<file path="src/rtl/bls_pkg.sv">
`timescale 1ns/1ps
package bls_pkg;
    localparam int DATA_W       = 10;
    localparam int DAC_W        = 10;
    localparam int DLY_W        = 16;
    localparam int TGT_W        = 8;
    localparam int WSEL_W       = 2;
    localparam int LSEL_W       = 3;
    localparam int WIN_LOG_BASE = 4;

    typedef enum logic [1:0] {
        MS_IDLE   = 2'd0,
        MS_DELAY  = 2'd1,
        MS_SAMPLE = 2'd2
    } meter_state_e;

    // A measurement result, kept in half ADC codes (one fractional bit).
    typedef struct packed {
        logic              valid;
        logic [DATA_W:0]   avg_h;
    } meas_t;

    function automatic logic [DATA_W-1:0] add_clamp(
        input logic [DATA_W-1:0]        px,
        input logic signed [DAC_W-1:0]  ofs
    );
        int s;
        s = int'(px) + int'(ofs);
        if (s < 0)
            s = 0;
        else if (s > (1 << DATA_W) - 1)
            s = (1 << DATA_W) - 1;
        return DATA_W'(s);
    endfunction
endpackage

</file>
<file path="src/rtl/bls_line_meter.sv">
`timescale 1ns/1ps
module bls_line_meter
    import bls_pkg::*;
#(
    parameter int DLY_W_P  = DLY_W,
    parameter int WSEL_W_P = WSEL_W,
    parameter int WLOG_P   = WIN_LOG_BASE
) (
    input  logic                 clk,
    input  logic                 rst,
    input  logic                 en,
    input  logic                 px_valid,
    input  logic [DATA_W-1:0]    px_data,
    input  logic                 hsync,
    input  logic                 coast,
    input  logic                 coast_ovr,
    input  logic [DLY_W_P-1:0]   delay,
    input  logic [WSEL_W_P-1:0]  win_sel,
    output meas_t                line_o
);
    localparam int WLOG_MAX = WLOG_P + (1 << WSEL_W_P) - 1;
    localparam int SUM_W    = DATA_W + WLOG_MAX;
    localparam int CNT_W    = (DLY_W_P > WLOG_MAX + 1) ? DLY_W_P : WLOG_MAX + 1;

    meter_state_e       state;
    logic [CNT_W-1:0]   cnt;
    logic [SUM_W-1:0]   sum;
    logic [SUM_W-1:0]   sum_nxt;
    logic [SUM_W-1:0]   sum_shr;
    logic [CNT_W-1:0]   win_last;
    logic [CNT_W-1:0]   dly_last;
    logic               hs_q;
    logic               fall;
    logic               trig;

    assign fall     = hs_q & ~hsync;
    assign trig     = fall & en & (~coast | coast_ovr);
    assign win_last = (CNT_W'(1) << (WLOG_P + int'(win_sel))) - CNT_W'(1);
    assign dly_last = CNT_W'(delay) - CNT_W'(1);

    always_comb begin
        sum_nxt = sum + SUM_W'(px_data);
        sum_shr = sum_nxt >> (WLOG_P - 1 + int'(win_sel));
    end

    always_ff @(posedge clk) begin
        if (rst) begin
            state  <= MS_IDLE;
            cnt    <= '0;
            sum    <= '0;
            hs_q   <= 1'b0;
            line_o <= '0;
        end else begin
            hs_q         <= hsync;
            line_o.valid <= 1'b0;
            if (!en) begin
                state <= MS_IDLE;
            end else if (trig) begin
                cnt   <= '0;
                sum   <= '0;
                state <= (delay == '0) ? MS_SAMPLE : MS_DELAY;
            end else if (px_valid) begin
                case (state)
                    MS_DELAY: begin
                        if (cnt == dly_last) begin
                            cnt   <= '0;
                            state <= MS_SAMPLE;
                        end else begin
                            cnt <= cnt + CNT_W'(1);
                        end
                    end
                    MS_SAMPLE: begin
                        if (cnt == win_last) begin
                            line_o.valid <= 1'b1;
                            line_o.avg_h <= sum_shr[DATA_W:0];
                            state        <= MS_IDLE;
                        end else begin
                            sum <= sum_nxt;
                            cnt <= cnt + CNT_W'(1);
                        end
                    end
                    default: ;
                endcase
            end
        end
    end

    // the skip counter never reaches the programmed delay
    p_delay_bound_r4: assert property (@(posedge clk) disable iff (rst)
        (state == MS_DELAY) |-> (cnt < CNT_W'(delay)));

    // an edge seen while coasting without override starts nothing
    p_coast_gate_r9: assert property (@(posedge clk) disable iff (rst)
        (state == MS_IDLE && fall && coast && !coast_ovr) |=> (state == MS_IDLE));

    // a line result only follows an accepted pixel in the window
    p_result_after_window_r5: assert property (@(posedge clk) disable iff (rst)
        line_o.valid |-> ($past(state) == MS_SAMPLE && $past(px_valid)));
endmodule

</file>
<file path="src/rtl/bls_group_acc.sv">
`timescale 1ns/1ps
module bls_group_acc
    import bls_pkg::*;
#(
    parameter int LSEL_W_P = LSEL_W
) (
    input  logic                 clk,
    input  logic                 rst,
    input  logic                 en,
    input  meas_t                line_i,
    input  logic [LSEL_W_P-1:0]  line_sel,
    output meas_t                grp_o
);
    localparam int LCNT_W = 1 << LSEL_W_P;
    localparam int ACC_W  = DATA_W + 1 + (1 << LSEL_W_P) - 1;

    logic [ACC_W-1:0]   acc;
    logic [ACC_W-1:0]   acc_nxt;
    logic [ACC_W-1:0]   acc_shr;
    logic [LCNT_W-1:0]  cnt;
    logic [LCNT_W-1:0]  lines_last;

    assign lines_last = (LCNT_W'(1) << line_sel) - LCNT_W'(1);

    always_comb begin
        acc_nxt = acc + ACC_W'(line_i.avg_h);
        acc_shr = acc_nxt >> line_sel;
    end

    always_ff @(posedge clk) begin
        if (rst || !en) begin
            acc   <= '0;
            cnt   <= '0;
            grp_o <= '0;
        end else begin
            grp_o.valid <= 1'b0;
            if (line_i.valid) begin
                if (cnt == lines_last) begin
                    grp_o.valid <= 1'b1;
                    grp_o.avg_h <= acc_shr[DATA_W:0];
                    acc         <= '0;
                    cnt         <= '0;
                end else begin
                    acc <= acc_nxt;
                    cnt <= cnt + LCNT_W'(1);
                end
            end
        end
    end

    // the line counter stays inside the selected group
    p_group_count_r6: assert property (@(posedge clk) disable iff (rst)
        cnt <= lines_last);
endmodule

</file>
<file path="src/rtl/bls_servo_step.sv">
`timescale 1ns/1ps
module bls_servo_step
    import bls_pkg::*;
#(
    parameter int DAC_W_P = DAC_W,
    parameter int TGT_W_P = TGT_W
) (
    input  logic                       clk,
    input  logic                       rst,
    input  logic                       en,
    input  meas_t                      grp_i,
    input  logic                       half_mode,
    input  logic [TGT_W_P-1:0]         target,
    output logic signed [DAC_W_P-1:0]  code
);
    localparam int CMP_W = (DATA_W + 1 > TGT_W_P + 3) ? DATA_W + 1 : TGT_W_P + 3;
    localparam logic signed [DAC_W_P-1:0] CODE_MAX = {1'b0, {(DAC_W_P-1){1'b1}}};
    localparam logic signed [DAC_W_P-1:0] CODE_MIN = {1'b1, {(DAC_W_P-1){1'b0}}};

    logic [CMP_W-1:0] avg_cmp;
    logic [CMP_W-1:0] tgt_cmp;

    // Full range drops the half-code bit; both sides stay in half codes.
    always_comb begin
        avg_cmp = half_mode ? CMP_W'(grp_i.avg_h)
                            : CMP_W'({grp_i.avg_h[DATA_W:1], 1'b0});
        tgt_cmp = CMP_W'({target, 3'b000});
    end

    always_ff @(posedge clk) begin
        if (rst) begin
            code <= '0;
        end else if (en && grp_i.valid) begin
            if (avg_cmp < tgt_cmp && code != CODE_MAX)
                code <= code + DAC_W_P'(1);
            else if (avg_cmp > tgt_cmp && code != CODE_MIN)
                code <= code - DAC_W_P'(1);
        end
    end

    // the code moves only on the cycle after a group result
    p_hold_between_groups_r7: assert property (@(posedge clk) disable iff (rst)
        !grp_i.valid |=> $stable(code));

    // no wrap from either rail
    p_sat_high_r8: assert property (@(posedge clk) disable iff (rst)
        (code == CODE_MAX) |=> (code != CODE_MIN));
    p_sat_low_r8: assert property (@(posedge clk) disable iff (rst)
        (code == CODE_MIN) |=> (code != CODE_MAX));
endmodule

</file>
<file path="src/rtl/blk_level_servo.sv">
`timescale 1ns/1ps
module blk_level_servo
    import bls_pkg::*;
(
    input  logic                       clk,
    input  logic                       rst,
    input  logic                       px_valid,
    input  logic [DATA_W-1:0]          px_data,
    input  logic                       hsync,
    input  logic                       pll_coast,
    input  logic                       cfg_manual,
    input  logic                       cfg_coast_override,
    input  logic                       cfg_half_range,
    input  logic [DLY_W-1:0]           cfg_delay,
    input  logic [WSEL_W-1:0]          cfg_win_sel,
    input  logic [LSEL_W-1:0]          cfg_lines_sel,
    input  logic [TGT_W-1:0]           cfg_target,
    input  logic signed [DAC_W-1:0]    cfg_user_ofs,
    output logic                       out_valid,
    output logic [DATA_W-1:0]          out_data,
    output logic signed [DAC_W-1:0]    dac_code
);
    logic                      loop_en;
    meas_t                     line_res;
    meas_t                     grp_res;
    logic signed [DAC_W-1:0]   servo_code;

    assign loop_en = ~cfg_manual;

    bls_line_meter #(
        .DLY_W_P  (DLY_W),
        .WSEL_W_P (WSEL_W),
        .WLOG_P   (WIN_LOG_BASE)
    ) u_meter (
        .clk       (clk),
        .rst       (rst),
        .en        (loop_en),
        .px_valid  (px_valid),
        .px_data   (px_data),
        .hsync     (hsync),
        .coast     (pll_coast),
        .coast_ovr (cfg_coast_override),
        .delay     (cfg_delay),
        .win_sel   (cfg_win_sel),
        .line_o    (line_res)
    );

    bls_group_acc #(
        .LSEL_W_P (LSEL_W)
    ) u_group (
        .clk      (clk),
        .rst      (rst),
        .en       (loop_en),
        .line_i   (line_res),
        .line_sel (cfg_lines_sel),
        .grp_o    (grp_res)
    );

    bls_servo_step #(
        .DAC_W_P (DAC_W),
        .TGT_W_P (TGT_W)
    ) u_servo (
        .clk       (clk),
        .rst       (rst),
        .en        (loop_en),
        .grp_i     (grp_res),
        .half_mode (cfg_half_range),
        .target    (cfg_target),
        .code      (servo_code)
    );

    assign dac_code = cfg_manual ? cfg_user_ofs : servo_code;

    always_ff @(posedge clk) begin
        if (rst) begin
            out_valid <= 1'b0;
            out_data  <= '0;
        end else begin
            out_valid <= px_valid;
            out_data  <= cfg_manual ? px_data : add_clamp(px_data, cfg_user_ofs);
        end
    end

    // the output strobe is the input strobe one clock late
    p_strobe_delay_r11: assert property (@(posedge clk) disable iff (rst)
        $past(px_valid) |-> out_valid);

    // in manual mode the sample passes through untouched
    p_manual_pass_r2: assert property (@(posedge clk) disable iff (rst)
        ($past(cfg_manual) && $past(px_valid)) |-> (out_data == $past(px_data)));
endmodule

</file>
<file path="config.mk">
export PLATFORM = sky130hd
export DESIGN_NAME = blk_level_servo
export DESIGN_NICKNAME = d
export VERILOG_FILES = /design/src/rtl/bls_pkg.sv /design/src/rtl/bls_line_meter.sv /design/src/rtl/bls_group_acc.sv /design/src/rtl/bls_servo_step.sv /design/src/rtl/blk_level_servo.sv
export SDC_FILE = /design/constraint.sdc
export NUM_CORES = 1
export LEC_CHECK = 0
export ABC_AREA = 1
export CAP_MARGIN = 10
export CORE_MARGIN = 3
export CORE_UTILIZATION = 40
export DETAILED_ROUTE_END_ITERATION = 10
export HOLD_SLACK_MARGIN = 0.08
export PLACE_DENSITY_LB_ADDON = 0.2
export SYNTH_ARGS = -nofsm -noshare
export SYNTH_HDL_FRONTEND = slang
export SYNTH_SLANG_ARGS = --single-unit
</file>
<file path="constraint.sdc">
create_clock -name clk -period 4.75 [get_ports clk]
set_clock_uncertainty 0.2 [all_clocks]
set_input_delay 0.95 -clock clk [delete_from_list [all_inputs] [get_ports clk]]
set_output_delay 0.95 -clock clk [all_outputs]
set_load 0.02 [all_outputs]
</file>
==> results.toml <==
[status]
outcome = "finished clean"

[global_routing]
grt_max_degree = 46
grt_pass1_wl_mm = 40.1
grt_usage_pct = 20.5
grt_pass1_vias = 8127
antenna_found_initial = 0
grt-ovfl-total = 0

[drt]
drt-initial-drc-count = 625
via_per_inst = 5.18
dr.pass1.iters = 5
num_vias = 8896
ant_nets = 0
totalWireLength_mm = 24.1
wl_per_cell_um = 14.0
drc = 0

[sta]
drv_slew = 0
max_freq_mhz = 255
tns_ps = 0
setup_ws_ps = 832
hold_violations = 0
worstMarginPinSlew_ps = 764
min_period_ps = 3920
setup-violations-final = 0
fin_crit_sh_pct = 82.5
relSlewSlack_pct = 49.0
rsz0062_at_grt = "false"

[synth]
synth-edff-count = 0
ys_ff_latch = 107
synthTopCellsByArea = "dfxtp_1, nand2_1, nand3_1, ha_1, a21oi_1"
synth_fa_ha_area_share_pct = 9.01
synth_compound_area_share_pct = 15.0
yosysTopAreaCell = "dfxtp_1"
seq_area_frac_synth_pct = 25.1
synth_xor_area_share_pct = 5.75
netlist_instances = 1374
synth_mux_area_share_pct = 0.117
synth_top_area_share_pct = 25.1
async_flop_share_pct = 0
avgSynthCellArea_sq_um = 6.21
yosysWarnings = 0
yosys.area_share.simple_pct = 35.8
ys.flop_type = "dfxtp_1"
syn_area_sq_mm = 0.00853
synth_top_family_by_area = "simple AND/OR/NAND/NOR gates"
synthTopCellsByCount = "nand2_1, inv_1, nand3_1"
synth_fp_nets = 1490
yosys.cell_count.top_type = "nand2_1"
synth_cell_type_count = 49

[placed_design]
pre_cts_slack_ps = 595
io_buffers = 77
dpl.hpwl_mm = 18.6
gp_congestion = 0.966

[critical_path]
setup.worst_path.end = "dac_code[4]"
path_max_fanout = 23
crit_arrival_ps = 2770
regToRegSetupSlack_ps = 1700
startpoint = "cfg_manual"
crit_path_end_kind = "output pin"
r2r_start = "u_group.grp_o[8]"
worstPathRequired_ps = 3600
worst_setup_path_start_kind = "primary input"
r2r_cells = 15
crit_type = "in -> out"
rr_endpoint = "u_servo.code[7]"

[clocking]
cts_setup_buffers = 0
hold_buffers = 0
cts-root-buf = "clkbuf_16"
cts_sinks = 107
cts_max_path_buffers = 2
clkSlewWorstSetupHoldPaths_ps = 70
insertion_delay_ps = 360
cts_tree = "done"
cts-resized-gates = 0
htree_levels = 3
numCtsBuffers = 9

[floorplan]
chipWidth_um = 152
initial_utilization_pct = 41.5
num_rows = 52
core_sq_mm = 0.0206
ios = 78
die_h_um = 152
dieArea_sq_mm = 0.0231

[layout]
nFillCells = 2172
regArea_sq_mm = 0.00214
nets = 1557
multi_input_area_sq_mm = 0.00560
drive_above_1_share_pct = 4.70
synthToLayoutAreaGrowth_pct = 16.6
antenna_cells = 0

[pwr]
p_seq_share_pct = 42.3
p_leak_nw = 4.46
power_report.internal_total_mw = 1.57
switchingPower_uw = 581
pwr-share-clk_pct = 41.3
p_comb_share_pct = 16.4
vdd_drop_max_mv = 0.152
swShare_pct = 27.0
p_per_area_mw_per_mm2 = 216

[flow_run]
cap_violations = 0

[min_path]
hold_class = "reg -> reg"
registers in the layout, indices dropped and copies added (netlist names):
| signal | cells |
|---|---|
| out_data | 10 |
| out_valid | 1 |
| u_group.acc | 18 |
| u_group.cnt | 8 |
| u_group.grp_o | 12 |
| u_meter.cnt | 16 |
| u_meter.hs_q | 1 |
| u_meter.line_o | 12 |
| u_meter.state | 2 |
| u_meter.sum | 17 |
| u_servo.code | 10 |
per-layer routing:
layer	vias up	GRT usage (%)	share of wire, %
met1	4055	28.3	48
li1	4639	-	-
met5	-	0	0
met2	182	33.2	45
met4	0	4.28	1.5
met3	20	4.15	4.8
final cells by class:
class	instances	share of cell area [%]
Inverter	166	6.27
Multi-Input combinational cell	1062	56.3
Sequential cell	107	21.5
Timing Repair Buffer	95	9.06
Clock buffer	10	2.30
Clock inverter	6	1.13
Tap cell	270	3.40
worst min path at each step:
stage,startpoint,slack (ps),end,cells after the start
6_report,u_group.grp_o[2],260,u_group.grp_o[2],2
2_1_floorplan,u_group.grp_o[2],230,u_group.grp_o[2],2
3_3_place_gp,u_group.grp_o[2],240,u_group.grp_o[2],2
5_1_grt,u_group.grp_o[2],270,u_group.grp_o[2],2
3_5_place_dp,u_group.grp_o[2],250,u_group.grp_o[2],2
4_1_cts,u_group.grp_o[2],260,u_group.grp_o[2],2
logic make-up after synthesis:
kind of cell,Yosys count
and+or+nand+nor,711
AOI/OAI and AO/OA,235
buffers and inverters,205
DFF,107
adders and majority gates,59
xor gates and xnor gates,56
muxes,1
cell usage in the layout (no fill, tap or decap), drive strengths merged, types with 2 or more instances in the layout:
cell / netlist / layout
inv: 165 / 166
bufinv: 0 / 3
xnor2: 16 / 16
nand3b: 13 / 13
and3: 2 / 2
o21a: 4 / 4
nor3: 8 / 8
o21bai: 6 / 6
a211oi: 2 / 2
o2111ai: 2 / 2
nand3: 153 / 153
a21oi: 129 / 129
nor4: 6 / 6
clkdlybuf4s50: 0 / 76
clkinv: 1 / 3
nand2: 389 / 389
clkbuf: 24 / 10
ha: 55 / 55
o31ai: 2 / 2
a22oi: 3 / 3
a31oi: 5 / 5
nand4: 13 / 13
o211ai: 5 / 5
xor2: 40 / 40
or2: 8 / 8
nor2: 118 / 118
o21ai: 71 / 71
dfxtp: 107 / 107
fa: 4 / 4
buf: 15 / 19
stage by stage:
| step | utilization (%) | total power, mW | hold WS [ps] | std cells | area, sq um |
|---|---|---|---|---|---|
| after global routing | 48.4 | 2.25 | 272 | 1716 | 9940 |
| final | 48.4 | 2.15 | 260 | 1716 | 9940 |
| after global placement | 46.7 | 1.28 | 241 | 1700 | 9600 |
| after CTS | 48.4 | 2.17 | 264 | 1716 | 9940 |
| after detailed placement | 46.7 | 1.28 | 250 | 1700 | 9600 |
| after floorplan | - | 1.14 | 227 | 1374 | 8530 |
worst max-delay path, cell delays in order:
cell and delay [ps]:
clkdlybuf4s50_1 930, nand2_1 120, o21ai_0 110, clkdlybuf4s50_1 650
power groups by stage:
stage	logic, mW	clock network, mW	registers [mW]
after floorplan	0.199	0	0.938
after global placement	0.349	0	0.930
final	0.351	0.888	0.908
after detailed placement	0.349	0	0.930
after CTS	0.351	0.913	0.908
after global routing	0.393	0.945	0.909
No activity file was read; power rests on OpenSTA's default activity.
